<file path="src/rtl/uart_irq_pkg.sv">
package uart_irq_pkg;

  localparam int NUM_SRC     = 16;
  localparam int SYNC_DEPTH  = 2;

  // Source indices; these positions are shared by every flag vector.
  localparam int SRC_TX_EMPTY   = 0;
  localparam int SRC_TX_DONE    = 1;
  localparam int SRC_IDLE       = 2;
  localparam int SRC_RX_FULL    = 3;
  localparam int SRC_RX_EDGE    = 4;
  localparam int SRC_OVERRUN    = 5;
  localparam int SRC_NOISE      = 6;
  localparam int SRC_FRAMING    = 7;
  localparam int SRC_PARITY     = 8;
  localparam int SRC_WAIT_T     = 9;
  localparam int SRC_CHAR_WAIT  = 10;
  localparam int SRC_BLOCK_WAIT = 11;
  localparam int SRC_INIT_CHAR  = 12;
  localparam int SRC_TX_THRESH  = 13;
  localparam int SRC_RX_THRESH  = 14;
  localparam int SRC_GUARD_VIOL = 15;

  typedef enum logic {
    POL_FALLING = 1'b0,
    POL_RISING  = 1'b1
  } edge_pol_e;

endpackage

</file>
<file path="src/rtl/uart_edge_det.sv">
module uart_edge_det #(
  parameter int SYNC_DEPTH = uart_irq_pkg::SYNC_DEPTH
) (
  input  logic clk,
  input  logic rst_n,
  input  logic rxd_i,
  input  logic pol_i,
  input  logic two_wire_i,
  output logic edge_o
);
  import uart_irq_pkg::*;

  localparam int LAST = SYNC_DEPTH - 1;

  logic [SYNC_DEPTH-1:0] sync_q;
  logic                  prev_q;
  logic                  lvl_now;
  logic                  lvl_prev;
  edge_pol_e             pol;

  // The synchronizer and the history bit start at the idle (high) level.
  always_ff @(posedge clk or negedge rst_n) begin
    if (!rst_n) begin
      sync_q <= '1;
      prev_q <= 1'b1;
    end else begin
      sync_q <= {sync_q[LAST-1:0], rxd_i};
      prev_q <= sync_q[LAST];
    end
  end

  // Fold the polarity in: a normalised level of 1 is the deasserted level.
  always_comb begin
    pol      = edge_pol_e'(pol_i);
    lvl_now  = (pol == POL_RISING) ? ~sync_q[LAST] : sync_q[LAST];
    lvl_prev = (pol == POL_RISING) ? ~prev_q       : prev_q;
    edge_o   = two_wire_i & lvl_prev & ~lvl_now;
  end

  AST_EDGE_NOT_BACK_TO_BACK: assert property (@(posedge clk) disable iff (!rst_n)
    edge_o |=> (!edge_o || !$stable(pol_i)));

endmodule

</file>
<file path="src/rtl/uart_flag_bank.sv">
module uart_flag_bank #(
  parameter int N = uart_irq_pkg::NUM_SRC
) (
  input  logic         clk,
  input  logic         rst_n,
  input  logic [N-1:0] set_i,
  input  logic [N-1:0] clr_i,
  output logic [N-1:0] flag_o
);

  logic [N-1:0] flag_q;

  for (genvar i = 0; i < N; i++) begin : g_flag
    always_ff @(posedge clk or negedge rst_n) begin
      if (!rst_n) flag_q[i] <= 1'b0;
      else        flag_q[i] <= set_i[i] | (flag_q[i] & ~clr_i[i]);
    end

    AST_SET_WINS: assert property (@(posedge clk) disable iff (!rst_n)
      set_i[i] |=> flag_q[i]);
    AST_CLEAR_TAKES: assert property (@(posedge clk) disable iff (!rst_n)
      (clr_i[i] && !set_i[i]) |=> !flag_q[i]);
    AST_FLAG_HOLDS: assert property (@(posedge clk) disable iff (!rst_n)
      (!clr_i[i] && !set_i[i]) |=> (flag_q[i] == $past(flag_q[i])));
  end

  assign flag_o = flag_q;

endmodule

</file>
<file path="src/rtl/uart_req_merge.sv">
module uart_req_merge #(
  parameter int N     = uart_irq_pkg::NUM_SRC,
  parameter int TX_IX = uart_irq_pkg::SRC_TX_EMPTY,
  parameter int RX_IX = uart_irq_pkg::SRC_RX_FULL
) (
  input  logic         clk,
  input  logic         rst_n,
  input  logic [N-1:0] flag_i,
  input  logic [N-1:0] en_i,
  input  logic         tx_sel_i,
  input  logic         rx_sel_i,
  output logic         irq_o,
  output logic         wake_o,
  output logic         tx_dma_o,
  output logic         rx_dma_o
);

  logic [N-1:0] armed;
  logic [N-1:0] dma_mask;
  logic         irq_d, wake_d, txd_d, rxd_d;

  always_comb begin
    armed           = flag_i & en_i;
    dma_mask        = '0;
    dma_mask[TX_IX] = tx_sel_i;
    dma_mask[RX_IX] = rx_sel_i;
    irq_d           = |(armed & ~dma_mask);
    wake_d          = |armed;
    txd_d           = armed[TX_IX] & tx_sel_i;
    rxd_d           = armed[RX_IX] & rx_sel_i;
  end

  always_ff @(posedge clk or negedge rst_n) begin
    if (!rst_n) begin
      irq_o    <= 1'b0;
      wake_o   <= 1'b0;
      tx_dma_o <= 1'b0;
      rx_dma_o <= 1'b0;
    end else begin
      irq_o    <= irq_d;
      wake_o   <= wake_d;
      tx_dma_o <= txd_d;
      rx_dma_o <= rxd_d;
    end
  end

  AST_WAKE_COVERS_IRQ: assert property (@(posedge clk) disable iff (!rst_n)
    irq_o |-> wake_o);
  AST_TX_DMA_NEEDS_SEL: assert property (@(posedge clk) disable iff (!rst_n)
    tx_dma_o |-> $past(tx_sel_i));
  AST_RX_DMA_NEEDS_SEL: assert property (@(posedge clk) disable iff (!rst_n)
    rx_dma_o |-> $past(rx_sel_i));
  AST_IRQ_NEEDS_ENABLE: assert property (@(posedge clk) disable iff (!rst_n)
    irq_o |-> $past(|(flag_i & en_i)));

endmodule

</file>
<file path="src/rtl/uart_irq_wake.sv">
module uart_irq_wake #(
  parameter int N_SRC = uart_irq_pkg::NUM_SRC
) (
  input  logic             clk,
  input  logic             rst_n,
  input  logic [N_SRC-1:0] flag_set,
  input  logic [N_SRC-1:0] flag_clr,
  input  logic [N_SRC-1:0] flag_en,
  input  logic             tx_dma_sel,
  input  logic             rx_dma_sel,
  input  logic             edge_pol,
  input  logic             two_wire,
  input  logic             rxd,
  output logic [N_SRC-1:0] flags,
  output logic             irq,
  output logic             wake,
  output logic             tx_dma_req,
  output logic             rx_dma_req
);
  import uart_irq_pkg::*;

  logic             edge_hit;
  logic [N_SRC-1:0] set_vec;

  uart_edge_det #(.SYNC_DEPTH(SYNC_DEPTH)) u_edge (
    .clk        (clk),
    .rst_n      (rst_n),
    .rxd_i      (rxd),
    .pol_i      (edge_pol),
    .two_wire_i (two_wire),
    .edge_o     (edge_hit)
  );

  // The edge flag is owned by the detector; the external pulse for it is dropped.
  always_comb begin
    set_vec              = flag_set;
    set_vec[SRC_RX_EDGE] = edge_hit;
  end

  uart_flag_bank #(.N(N_SRC)) u_flags (
    .clk    (clk),
    .rst_n  (rst_n),
    .set_i  (set_vec),
    .clr_i  (flag_clr),
    .flag_o (flags)
  );

  uart_req_merge #(.N(N_SRC), .TX_IX(SRC_TX_EMPTY), .RX_IX(SRC_RX_FULL)) u_merge (
    .clk      (clk),
    .rst_n    (rst_n),
    .flag_i   (flags),
    .en_i     (flag_en),
    .tx_sel_i (tx_dma_sel),
    .rx_sel_i (rx_dma_sel),
    .irq_o    (irq),
    .wake_o   (wake),
    .tx_dma_o (tx_dma_req),
    .rx_dma_o (rx_dma_req)
  );

  AST_EDGE_ONLY_TWO_WIRE: assert property (@(posedge clk) disable iff (!rst_n)
    $rose(flags[SRC_RX_EDGE]) |-> $past(two_wire));

endmodule

</file>
<file path="config.mk">
export PLATFORM = sky130hd
export DESIGN_NAME = uart_irq_wake
export DESIGN_NICKNAME = d
export VERILOG_FILES = /design/src/rtl/uart_irq_pkg.sv /design/src/rtl/uart_edge_det.sv /design/src/rtl/uart_flag_bank.sv /design/src/rtl/uart_req_merge.sv /design/src/rtl/uart_irq_wake.sv
export SDC_FILE = /design/constraint.sdc
export NUM_CORES = 1
export LEC_CHECK = 0
export ABC_AREA = 1
export ABC_CLOCK_PERIOD_IN_PS = 1310
export CORE_ASPECT_RATIO = 0.7
export CORE_UTILIZATION = 30
export CTS_BUF_LIST = sky130_fd_sc_hd__clkbuf_16
export DETAILED_ROUTE_END_ITERATION = 7
export GPL_TIMING_DRIVEN = 0
export HOLD_SLACK_MARGIN = 0.05
export PLACE_DENSITY = 0.78
export SYNTH_ARGS = -nofsm -noshare
export SYNTH_HDL_FRONTEND = slang
export SYNTH_HIERARCHICAL = 1
export SYNTH_SLANG_ARGS = --single-unit
</file>
<file path="constraint.sdc">
create_clock -name clk -period 1.31 [get_ports clk]
set_clock_uncertainty 0.1 [all_clocks]
set_input_delay 0.131 -clock clk [delete_from_list [all_inputs] [get_ports clk]]
set_output_delay 0.131 -clock clk [all_outputs]
set_load 0.01 [all_outputs]
</file>
Word-level counts from Yosys, hierarchy flattened
Cells that the tools add are included.
{"block": "classes", "add_sub_neg": 0, "n_mul": 0, "n_div": 0, "order_cmp": 0, "eq_ne": 0, "shifts": 0, "mux": 2, "bitwise_logic": 58, "n_reduce_logical": 2}
{"op": "16-bit AND", "count": 2}
{"op": "16-bit OR reduction", "count": 2}
{"op": "1-bit AND", "count": 20}
{"op": "1-bit inverter", "count": 19}
{"op": "4-bit inverter with 16-bit output", "count": 1}
{"op": "1-bit bitwise OR", "count": 16}
{"op": "1-bit 2-to-1 mux", "count": 2}
{"block": "totals", "ff_bits": 23, "latch_bits": 0, "ram_bits": 0, "rom_bits": 0, "out_inout_bits": 20, "elab_cells": 84, "mem_count": 0}

Depth between registers and ports, before layout
{"block": "logic_depth", "ltp_word": 5, "depth_mapped": 6, "mapped_depth_nobuf": 6}

Hierarchy
Netlist, hierarchy kept.
{"mod": "uart_flag_bank", "instances": 1, "cells_each": 80, "area_per_inst_um2": 640.6, "seq_area_each_um2": 400.4}
{"mod": "uart_req_merge", "instances": 1, "cells_each": 46, "area_per_inst_um2": 284.0, "seq_area_each_um2": 100.1}
{"mod": "uart_edge_det", "instances": 1, "cells_each": 13, "area_per_inst_um2": 117.6, "seq_area_each_um2": 78.8}

Worst setup path after synthesis
OpenSTA, ideal clock, no wires.
{"block": "synth_timing", "path_type": "register to register", "start": "register u_flags.flag_q[14] (netlist: u_flags/flag_o[14])", "end": "register u_merge.irq_o", "arrival_time_ps": 765, "slack_ps": 326, "stages_incl_launch_ff": 7, "n_path_buf": 0, "synth_period_minus_slack_ps": 984, "path_cell_list": "dfrtp_1 nand2_1 nand2_1 inv_1 nand2_1 nor2_2 nand2_1"}
{"block": "synth_via", "elab_chain_cells": 3}
{"element": "from (decl)", "line_no": "uart_flag_bank.sv:11", "rtl": "logic [N-1:0] flag_q;"}
{"element": "from (signal, indexed assignment)", "line_no": "uart_flag_bank.sv:16", "rtl": "else flag_q[i] <= set_i[i] | (flag_q[i] & ~clr_i[i]);"}
{"element": "16-bit AND", "line_no": "uart_req_merge.sv:23", "rtl": "armed = flag_i & en_i;"}
{"element": "16-bit AND", "line_no": "uart_req_merge.sv:27", "rtl": "irq_d = |(armed & ~dma_mask);"}
{"element": "16-bit OR reduction", "line_no": "uart_req_merge.sv:27"}
{"element": "named net u_merge.irq_d", "line_no": "uart_req_merge.sv:20", "rtl": "logic irq_d, wake_d, txd_d, rxd_d;"}
{"element": "to (signal assigned)", "line_no": "uart_req_merge.sv:40", "rtl": "irq_o <= irq_d;"}
{"element": "to (decl)", "line_no": "uart_req_merge.sv:12", "rtl": "output logic irq_o,"}
The timed path passes the listed nets, and every way through them passes these cells.

Worst setup path after layout
{"block": "layout_timing", "start": "register u_flags.flag_q[3] (netlist: u_flags/flag_o[3])", "end": "output flags[3]"}
{"element": "to (decl)", "line_no": "uart_irq_wake.sv:14", "rtl": "output logic [N_SRC-1:0] flags,"}
No word-level cell between the ends.

==> key figures <==
Flow run
  • Max cap viols: 0

Die
  • Die H: 51.3 µm
  • Core area: 3230 µm²
  • Row cnt: 17
  • Die ar.: about 3700 µm²
  • Io pins: 75
  • Die Wd: 72.5 µm
  • Initial Util: between 30% and 40%

Clock tree
  • CTS Buf Count: 3
  • CTS Root Cell: clkbuf_16
  • Hold-fix buffers, CTS: 0
  • CTS clk-pin slew, worst paths: ~60 ps
  • H-tree depth: 1
  • Setup bufs post-CTS: 0
  • Max clock buf depth: 2
  • CTS tree: yes
  • CTS sink cnt: 23
  • Worst-skew pair later-pin latency: approximately 250 ps

Timing
  • Final Slew Violations: 0
  • Tmin final: 1200 ps
  • Worst slew pin tran: just over 1000 ps
  • Endpoints failing setup: 0
  • Unrepaired setup endpoints after global routing: false
  • WHS: -50.4 ps
  • Crit share post-route: around 92%
  • Final Hold Fails: 20
  • Fmax achieved: about 830 MHz
  • Setup ws final: ~110 ps
  • Slew headroom: around a third

Critical path
  • Top delay family on crit path: flip-flops
  • Critical Path Max Stage Delay: just over 400 ps
  • CP max FO: 4
  • CP endpoint kind: output pin
  • Slowest-stage cell, CP: dfrtp_1
  • Crit Path Category: reg2out
  • Critical path data required time: 1080 ps
  • Crit path cell chain: dlygate4sd2_1
  • Worst path bufs/invs: 1
  • Crit path DAT: between 900 and 1000 ps
  • Startpoint types: flip-flop

Worst hold path
  • Hold Path Class: in2async

Route
  • Via density: 3.90
  • DR iter-0 viols: 55
  • Vias: 1026
  • # DRC: 0
  • Antenna-violating nets left: 0
  • Iteration count of the initial detailed-routing pass: 3
  • Routed wire length: around 2300 µm
  • DR WL/cell: between 8 and 9 µm

Synthesis
  • Syn. warnings: 6
  • Mapped Cells: between 100 and 150
  • Post-Syn Nets: a little under 200
  • Synth top area cells: dfrtp_1 48%, nand2_1 22%, inv_1 15%, dfstp_2 7.6%, nand4_4 2.0%
  • Register area share after synthesis: 55.6%
  • Synth Cell Area: between 1000 and 1500 µm²
  • FF+latch count, synth: 23
  • Avg Cell Area, Syn: 7.50 µm²
  • Cell taking the most area after synthesis: dfrtp_1
  • Synth top area share: between 40% and 50%
  • Unique masters post-synth: 10

Placed design
  • Place WS: -230 ps
  • Post-detail-place hpwl: around 1900 µm
  • I/O Buffers: 73
  • Gpl congestion: about 0.67

Finish
  • Nets: around 270
  • Syn-to-layout area delta: 81.2%
  • # diodes: 0
  • Share of layout cells above drive strength 1: around 4.2%
  • Fill count: 315

Power and ir drop
  • Sw power: ~0.39 mW
  • P_int: approximately 1.4 mW
  • IR drop worst, VDD: between 0.4 and 0.5 mV
  • Cell area power density: around 940 nW/µm²
  • Pwr Total: ~1.8 mW
  • Sw Ratio: between 20% and 30%
  • Clock Power Share: about 36%
  • Sequential Power Share: roughly 44%
  • Leakage power: 1.01 nW
  • Comb pwr share: just under 20%

Global routing
  • Largest net degree at the start of global routing: 24
  • Tot GR Track Use: 13.2%
  • Vias in the first global route: around 920
  • Grt ovf: 0
  • Initial antenna violation count: 0
  • First-pass GRT wire length: approximately 3700 µm

Status
  • Violated checks: negative hold slack
  • Status: finished with violations
power by group through the flow:
| stage | combinational [mW] | sequential [mW] | clock [mW] |
|---|---|---|---|
| after CTS | 0.356 | 0.787 | 0.670 |
| after global routing | 0.388 | 0.793 | 0.691 |
| after detailed placement | 0.382 | 0.800 | 0 |
| final | 0.350 | 0.786 | 0.636 |
| after floorplan | 0.0967 | 0.816 | 0 |
| after global placement | 0.376 | 0.800 | 0 |
area by class of cell:
class	instances	area, µm²	area share, %
tap	47	58.8	3.11
clock buffer	3	75.1	3.98
multi-input combinational	74	305	16.2
inverter	42	158	8.35
clock inverter	1	3.75	0.199
sequential	23	579	30.7
timing repair buffer	73	708	37.5
metal layers:
metal  global-route usage, %  part of all wire, %
met1                    15.7                   45
met5                       0                    0
met2                    22.1                   42
met3                    5.92                   12
met4                    2.94                 0.77
synth_stat cells, drive strengths merged:
cell type	instances
nand4	2
nor2	6
nand2	62
dfstp	3
dfrtp	20
inv	42
nand3	4
cell usage in the layout, fill, tap and decap left out:
master,n
clkbuf_16,3
clkdlybuf4s50_1,52
dfrtp_1,20
dfstp_2,3
dlygate4sd2_1,20
dlymetal6s2s_1,1
inv_1,42
inv_2,1
nand2_1,62
nand3_1,4
nand4_1,1
nand4_4,1
nor2_1,5
nor2_2,1
sequential cells by signal, summed over array words and instances, names as in the netlist:
register          cells
u_edge/sync_q         2
u_edge/prev_q         1
u_merge/irq_o         1
u_merge/rx_dma_o      1
u_merge/tx_dma_o      1
u_flags/flag_o       16
u_merge/wake_o        1
cell families (layout without fill, tap and decap cells):
kind of cell / after synthesis / in the layout / synth area share, %
buffers and inverters: 42 / 119 / 15.1
AND/OR/NAND/NOR: 74 / 74 / 29.3
flip-flops: 23 / 23 / 55.6
per-stage QoR:
stage / area [µm²] / instances / TNS (ps) / utilization [%] / hold WS, ps
3_5_place_dp: 1830 / 259 / -4770 / 56.7 / 248
4_1_cts: 1890 / 263 / 0 / 58.3 / 192
5_1_grt: 1890 / 263 / 0 / 58.4 / 45.0
2_1_floorplan: 1040 / 139 / 0 / - / -265
3_3_place_gp: 1830 / 259 / -4560 / 56.7 / 246
6_report: 1890 / 263 / 0 / 58.4 / -50.4
repair_timing:
item	in CTS	in global routing
setup endpoints to repair	20	20
cloned	0	0
resized for setup	20	1
hold endpoints to repair	0	10
final timing paths:
path / start / to / slack [ps] / depth (start not counted)
max in group asynchronous: rst_n / u_flags/flag_o[6]$_DFF_PN0_ / 540 / 1
worst min register to register: u_edge/sync_q[0]$_DFF_PN1_ / u_edge/sync_q[1]$_DFF_PN1_ / 250 / 0
min in group clk: rxd / u_edge/sync_q[0]$_DFF_PN1_ / 200 / 1
worst max-delay path: u_flags/flag_o[3]$_DFF_PN0_ / flags[3] / 110 / 1
worst min-delay path: rst_n / u_flags/flag_o[8]$_DFF_PN0_ / -50 / 1
worst max register to register: u_edge/sync_q[1]$_DFF_PN1_ / u_flags/flag_o[4]$_DFF_PN0_ / 270 / 6
Power figures use the tool's default switching activity.
